<file path="src/rtl/can_sel_pkg.sv">
package can_sel_pkg;
  typedef enum logic {
    PRIO_BY_ID  = 1'b0,
    PRIO_BY_NUM = 1'b1
  } prio_mode_e;
endpackage

</file>
<file path="src/rtl/can_key_build.sv">
module can_key_build #(
  parameter int STD_W = 11,
  parameter int EXT_W = 18,
  localparam int KEY_W = STD_W + EXT_W + 2
) (
  input  logic [STD_W-1:0] std_id,
  input  logic             ide,
  input  logic [EXT_W-1:0] ext_id,
  input  logic             rtr,
  output logic [KEY_W-1:0] key
);
  logic [EXT_W-1:0] ext_used;

  always_comb begin
    ext_used = ide ? ext_id : '0;
    key      = {std_id, ide, ext_used, rtr};
  end
endmodule

</file>
<file path="src/rtl/can_mode_reg.sv">
module can_mode_reg
  import can_sel_pkg::*;
(
  input  logic       clk,
  input  logic       rst_n,
  input  logic       wr,
  input  logic       wdata,
  input  logic       cfg_ok,
  output prio_mode_e mode_q
);
  always_ff @(posedge clk or negedge rst_n) begin
    if (!rst_n)
      mode_q <= PRIO_BY_ID;
    else if (wr && cfg_ok)
      mode_q <= prio_mode_e'(wdata);
  end
endmodule

</file>
<file path="src/rtl/can_sel_pick.sv">
module can_sel_pick
  import can_sel_pkg::*;
#(
  parameter int NUM_MB = 16,
  parameter int KEY_W  = 31,
  localparam int IDX_W = $clog2(NUM_MB)
) (
  input  logic [NUM_MB-1:0] cand,
  input  logic [KEY_W-1:0]  key_a [NUM_MB],
  input  prio_mode_e        mode,
  output logic              win_valid,
  output logic [IDX_W-1:0]  win_idx
);
  logic [KEY_W-1:0] best_key;

  // Ascending scan: a later candidate replaces the current best on an equal
  // key, so ties resolve to the higher mailbox; in number order every later
  // candidate replaces it, so the highest number wins.
  always_comb begin
    best_key  = '0;
    win_idx   = '0;
    win_valid = 1'b0;
    for (int i = 1; i < NUM_MB; i++) begin
      if (cand[i] && (!win_valid || mode == PRIO_BY_NUM || key_a[i] <= best_key)) begin
        win_valid = 1'b1;
        best_key  = key_a[i];
        win_idx   = IDX_W'(i);
      end
    end
  end
endmodule

</file>
<file path="src/rtl/can_tx_prio_sel.sv">
module can_tx_prio_sel
  import can_sel_pkg::*;
#(
  parameter int NUM_MB = 16,
  parameter int STD_W  = 11,
  parameter int EXT_W  = 18,
  localparam int IDX_W = $clog2(NUM_MB),
  localparam int KEY_W = STD_W + EXT_W + 2
) (
  input  logic                    clk,
  input  logic                    rst_n,
  input  logic [NUM_MB-1:0]       pend_i,
  input  logic [NUM_MB-1:0]       tx_en_i,
  input  logic [NUM_MB*STD_W-1:0] std_id_i,
  input  logic [NUM_MB-1:0]       ide_i,
  input  logic [NUM_MB*EXT_W-1:0] ext_id_i,
  input  logic [NUM_MB-1:0]       rtr_i,
  input  logic                    mode_wr_i,
  input  logic                    mode_wd_i,
  input  logic                    cfg_ok_i,
  output logic                    mode_o,
  output logic                    sel_valid_o,
  output logic [IDX_W-1:0]        sel_idx_o
);
  prio_mode_e       mode_q;
  logic [KEY_W-1:0] key_a [NUM_MB];
  logic [NUM_MB-1:0] cand;
  logic             win_valid;
  logic [IDX_W-1:0] win_idx;

  can_mode_reg u_mode (
    .clk    (clk),
    .rst_n  (rst_n),
    .wr     (mode_wr_i),
    .wdata  (mode_wd_i),
    .cfg_ok (cfg_ok_i),
    .mode_q (mode_q)
  );

  for (genvar g = 0; g < NUM_MB; g++) begin : g_key
    can_key_build #(.STD_W(STD_W), .EXT_W(EXT_W)) u_key (
      .std_id (std_id_i[g*STD_W +: STD_W]),
      .ide    (ide_i[g]),
      .ext_id (ext_id_i[g*EXT_W +: EXT_W]),
      .rtr    (rtr_i[g]),
      .key    (key_a[g])
    );
  end

  assign cand = pend_i & tx_en_i;

  can_sel_pick #(.NUM_MB(NUM_MB), .KEY_W(KEY_W)) u_pick (
    .cand      (cand),
    .key_a     (key_a),
    .mode      (mode_q),
    .win_valid (win_valid),
    .win_idx   (win_idx)
  );

  always_ff @(posedge clk or negedge rst_n) begin
    if (!rst_n) begin
      sel_valid_o <= 1'b0;
      sel_idx_o   <= '0;
    end else begin
      sel_valid_o <= win_valid;
      sel_idx_o   <= win_idx;
    end
  end

  assign mode_o = mode_q;
endmodule

</file>
<file path="config.mk">
export PLATFORM = sky130hd
export DESIGN_NAME = can_tx_prio_sel
export DESIGN_NICKNAME = d
export VERILOG_FILES = /design/src/rtl/can_sel_pkg.sv /design/src/rtl/can_key_build.sv /design/src/rtl/can_mode_reg.sv /design/src/rtl/can_sel_pick.sv /design/src/rtl/can_tx_prio_sel.sv
export SDC_FILE = /design/constraint.sdc
export NUM_CORES = 1
export LEC_CHECK = 0
export BUFFER_PORTS_ARGS = -buffer_cell sky130_fd_sc_hd__buf_2
export CORE_ASPECT_RATIO = 2
export CORE_MARGIN = 2
export CORE_UTILIZATION = 45
export CTS_BUF_LIST = sky130_fd_sc_hd__clkbuf_8
export DETAILED_ROUTE_END_ITERATION = 8
export PLACE_DENSITY = 0.73
export SLEW_MARGIN = 10
export SYNTH_ARGS = -nofsm -noshare
export SYNTH_HDL_FRONTEND = slang
export SYNTH_SLANG_ARGS = --single-unit
export TNS_END_PERCENT = 20
</file>
<file path="constraint.sdc">
create_clock -name clk -period 36.9 [get_ports clk]
set_input_delay 3.69 -clock clk [delete_from_list [all_inputs] [get_ports clk]]
set_output_delay 3.69 -clock clk [all_outputs]
set_load 0.01 [all_outputs]
</file>
# After elaboration in Yosys (flattened, before gate mapping)
# Index checks and enable logic that the tools add are counted.
# W data, S select, Z words.
word_totals:
  register_bits: 6
  input_bits: 533
  out_inout_bits: 6
  wordCells: 134
classes:
  n_lt_le_gt_ge: 14
  muxes: 59
  n_bitwise: 1
  reduce_logical: 57
op_table:
  columns: ["cell", "count"]
  rows:
  - ["$le A31 B31 Y1", 14]
  - ["$mux W31", 14]
  - ["$mux W18", 15]
  - ["$mux W4", 14]
  - ["$logic_or A1 B1 Y1", 28]
  - ["$and A16 B16 Y16", 1]
  - ["$mux W1", 16]
  - ["$logic_and A1 B1 Y1", 15]
  - ["$logic_not A1 Y1", 14]

# Longest topological paths before layout
logic_depth:
  ltp_word: 72
  ltp_mapped: 241
  mapped_depth_nobuf: 207

# By module
# From an unflattened synthesis, not the netlist that was laid out.
unflattened:
  cells_unflattened: 3225
  area_unflattened_um2: 21371.7
by_module_without_submodules:
  columns: ["module", "n_inst", "cells_each", "area_per_inst_um2"]
  rows:
  - ["can_sel_pick", 1, 2689, 17279.1]
  - ["can_key_build", 16, 32, 239.0]
  - ["can_tx_prio_sel", 1, 21, 225.2]
  - ["can_mode_reg", 1, 3, 43.8]

# Worst setup path before layout
# No wires, ideal clock.
synth_path:
  path_type: "in2reg"
  start: "in pend_i[1]"
  end: "reg sel_idx_o[0]"
  arrival_time_ps: 42126
  t_required_ps: 36834
  setup_slack_ps: -5292
  stages: 221
  cell_sequence: "and3_1 > clkbuf_1 > clkbuf_1 > clkbuf_1 > nand2_1 > ha_1 > a21oi_1 > a21boi_0 > a2111oi_1 > a32oi_4 > nor2_2 > clkbuf_1 > buf_1 > buf_1 > nor2_1 > a21oi_1 > ha_1 > and4_1 > [... 185 more ...] > ha_1 > nor2b_1 > o21ai_0 > nand2b_1 > a21oi_1 > nor2b_1 > o21ai_0 > nand2b_1 > a21oi_1 > nor2_1 > a211oi_1 > o21ai_0 > a221o_1 > a221o_1 > a21oi_1 > a21oi_1 > o31ai_1 > a31o_1"
synth_via:
  elab_chain_len: 72
  word_cells_on_any_way: 114
  cone_classes: "14 x order compare; 43 x mux; 1 x bitwise; 56 x reduce/logical"
synth_lines:
  columns: ["item", "line_no", "source"]
  rows:
  - ["from (decl)", "can_tx_prio_sel.sv:12", "input logic [NUM_MB-1:0] pend_i,"]
  - ["$and A16 B16 Y16 (*)", "can_tx_prio_sel.sv:50", "assign cand = pend_i & tx_en_i;"]
  - ["branches (longest 70 deep; another with $le A31 B31 Y1)", null, null]
  - ["$mux W4 (*)", "can_sel_pick.sv:24", "if (cand[i] && (!win_valid || mode == PRIO_BY_NUM || key_a[i] <= best_key)) begin"]
  - ["named net u_pick.win_idx[0]", "can_sel_pick.sv:12", "output logic [IDX_W-1:0] win_idx"]
  - ["to (signal assigned)", "can_tx_prio_sel.sv:66", "sel_idx_o <= win_idx;"]
  - ["to (decl)", "can_tx_prio_sel.sv:23", "output logic [IDX_W-1:0] sel_idx_o"]
# Mark *: on every way through the listed nets, which the timed path passes.
# A chain may end at the register's enable or synchronous reset.

# Final worst setup path
# Same ends and word-level chain as after synthesis.

==> results.py <==
metrics = {
    "outcome": {
        "status": "finished with violations",
        "failed_checks": "negative setup slack",
    },
    "critical_path": {
        "critPathKind": "in2reg",
        "cp_slowest_cell": "nor3_2",
        "cpPeakStageDelay_ns": 0.61,
        "path_buf_inv": 40,
        "worst_path_most_repeated_cell": "buf_4",
        "cp.arrival_ns": 41.07,
        "crit_required_ns": 37.06,
        "cp_top_family": "compound AO/OA/AOI/OAI gates",
        "startpoint_type": "primary input",
        "end_kind": "flop",
        "critical_path.max_fanout": 27,
    },
    "synth": {
        "seq_area_frac_synth_pct": 0.759,
        "yosysWarnings": 0,
        "synth-seq-cells": 6,
        "ys_types": 108,
        "avgSynthCellArea_um2": 6.64,
        "syn_area_um2": 19800,
        "synth_most_common_cell": "ha_1",
        "async_flop_share_pct": 100,
        "syn-num-nets": 3899,
        "synth_top_area_share_pct": 24.7,
        "ys_top_cells_by_area": "ha_1, and2_1, a21oi_1",
        "syn_inst": 2976,
        "synth-main-ff-cell": "dfrtp_1",
        "ys_top_cells_by_count": "ha_1, nand2_1, a21oi_1",
        "synth_edf_count": 0,
        "yosysTopAreaCell": "ha_1",
    },
    "sta": {
        "setup_violations": 4,
        "slew_headroom_pct": 46.7,
        "clock_skew_ns": 0.000338,
        "rsz0062_at_grt": "true",
        "finalHoldViolCount": 0,
        "period_share_pct": 111,
        "fin_crit_ns": 40.91,
        "fmax_mhz": 24.4,
        "maxSlewViolCount": 0,
        "timing.final.ws_setup_ns": -4.01,
        "worst_pin_slew_ns": 0.800,
        "fin_hold_ws_ns": 1.17,
    },
    "clocking": {
        "clkLatencyLatePin_ns": 0.23,
        "cts_tree": "done",
        "htree_levels": 1,
        "clock-sinks": 6,
        "ctsLongestPathBuffers": 2,
        "cts_buffers": 3,
        "path_clk_slew_ns": 0.04,
        "clock-root-buffer": "clkbuf_8",
    },
    "floorplan": {
        "dieArea_um2": 45700,
        "start_util_pct": 45.6,
        "boundaryPins": 539,
        "die_x_um": 152,
        "num_rows": 108,
        "die_h_um": 300,
        "fp.coreArea_um2": 43400,
    },
    "final_layout": {
        "fill_cells": 4075,
        "final_util_pct": 66.7,
        "instances_no_fill": 4618,
        "final_cell_area_um2": 28900,
        "area_growth_pct": 46.4,
        "layout-drive-gt1-share_pct": 35.8,
        "nets": 4961,
    },
    "power": {
        "max-vdd-ir-drop_mv": 0.0289,
        "power_density_nw_per_um2": 38.6,
        "power.leakage_nw": 14.6,
    },
    "route": {
        "routed_wl_um": 103000,
        "dr.pass1.iters": 6,
        "viasPerCell": 6.03,
        "route.vias.total": 27800,
        "antenna_left": 0,
        "wl_per_cell_um": 22.2,
        "drt_iter0_drc": 1509,
        "drc": 0,
    },
    "placement": {
        "place_hpwl_um": 85700,
        "gp_congestion": 1.09,
        "post_dp_cell_area_um2": 27800,
        "pre_cts_ws_ns": -4.67,
        "port_buffers": 505,
        "place_inst": 4536,
    },
    "global_routing": {
        "antenna_found_initial": 32,
        "grt_first_pass_wirelength_um": 153000,
        "grt_use_total_pct": 42.9,
        "grt_pass1_vias": 28800,
        "grt_max_degree": 34,
        "grt_overflow": 0,
    },
    "job": {
        "drv_cap": 0,
    },
    "min_path": {
        "hold_path_class": "reg2reg",
    },
}
path summary, 6_finish.rpt:
kind,startpoint,endpoint,slack (ns),cells after the start
setup / recovery,pend_i[1],sel_idx_o[0]$_DFF_PN0_,-4.01,203
hold / removal,u_mode.mode_q$_DFFE_PN0P_,u_mode.mode_q$_DFFE_PN0P_,1.17,2
setup reg to reg,u_mode.mode_q$_DFFE_PN0P_,sel_idx_o[0]$_DFF_PN0_,0.47,197
hold reg to reg,u_mode.mode_q$_DFFE_PN0P_,u_mode.mode_q$_DFFE_PN0P_,1.17,2
max in group asynchronous,rst_n,sel_valid_o$_DFF_PN0_,33.45,1
min in group asynchronous,rst_n,sel_idx_o[3]$_DFF_PN0_,3.29,1
flip-flops by register name (all words and copies together), names as in the netlist:
register,count
sel_idx_o,4
sel_valid_o,1
u_mode.mode_q,1
placed cells by master, fill, tap and decap left out, types with 17 or more instances in the layout:
cell      instances
buf_4           650
buf_2           505
ha_1            388
nand2_1         336
nor2_1          253
a21oi_1         249
and2_1          243
o21ai_0         188
inv_1           159
nand3_1          76
a21o_1           74
nand4_1          62
nor3_1           62
mux2i_1          52
o21ai_1          48
nor2b_1          47
a21oi_2          41
nand2b_1         40
diode_2          32
and3_1           31
mux2_2           29
buf_12           18
a211oi_1         17
xnor2_1          17
o211ai_1         17
cell families (layout without fill, tap and decap cells):
family,after synthesis,in the layout,share of synthesized area (%)
AND/OR/NAND/NOR,1283,1286,32.8
AO/OA/AOI/OAI,877,877,29.5
adder cells (fa/ha/maj),397,397,25.0
buffers and inverters,300,1357,6.09
multiplexers,93,93,5.00
XOR/XNOR,20,20,0.886
flip-flops,6,6,0.759
other,0,32,0
where the power goes:
part,internal (mW),switching [mW]
clock,0.00705,0.00327
sequential,0.00849,0.00138
combinational,0.516,0.580
worst register-to-register path, delay by kind of cell, from the launching register on:
kind                       cells  cell delay, ns
AOI/OAI and AO/OA             72           13.07
adders and majority gates     15            4.36
buffers and inverters         39            6.00
DFF                            1            0.53
muxes                          5            0.92
and+or+nand+nor               66           11.51
stage by stage:
| step | setup TNS (ns) | total power, mW |
|---|---|---|
| 4_1_cts | -11.61 | 1.07 |
| 5_1_grt | -22.68 | 1.21 |
| 2_1_floorplan | -1.02 | 0.587 |
| 3_5_place_dp | -18.48 | 1.02 |
| 3_3_place_gp | -16.89 | 1.00 |
| 6_report | -15.94 | 1.12 |
timing repair:
| action | 4_1_cts | 5_1_grt |
|---|---|---|
| hold endpoints to repair | 0 | 0 |
| pin swaps | 54 | 14 |
| setup buffers | 35 | 4 |
| cloned | 7 | 0 |
| setup endpoints to repair | 4 | 5 |
| gates resized for setup | 95 | 29 |
| hold buffers | 0 | 0 |
per-layer routing:
layer  share of wire [%]  wire length (um)  track usage, %  vias up
li1                    -                 -               -    13100
met1                  29             30200            34.5    12700
met2                  50             51600            80.4     1348
met3                 7.4              7540            11.4      723
met4                  13             13100            43.8       16
met5               0.098               100               0        -
area by class of cell:
cell class	count	area, um2	share of cell area, %
inverter	162	608	2.10
tap	550	688	2.38
multi-input combinational	2673	19300	66.7
timing repair buffer	1192	8080	27.9
antenna	32	80.1	0.277
clock buffer	3	41.3	0.143
sequential	6	150	0.519
(Power assumes the default switching activity.)
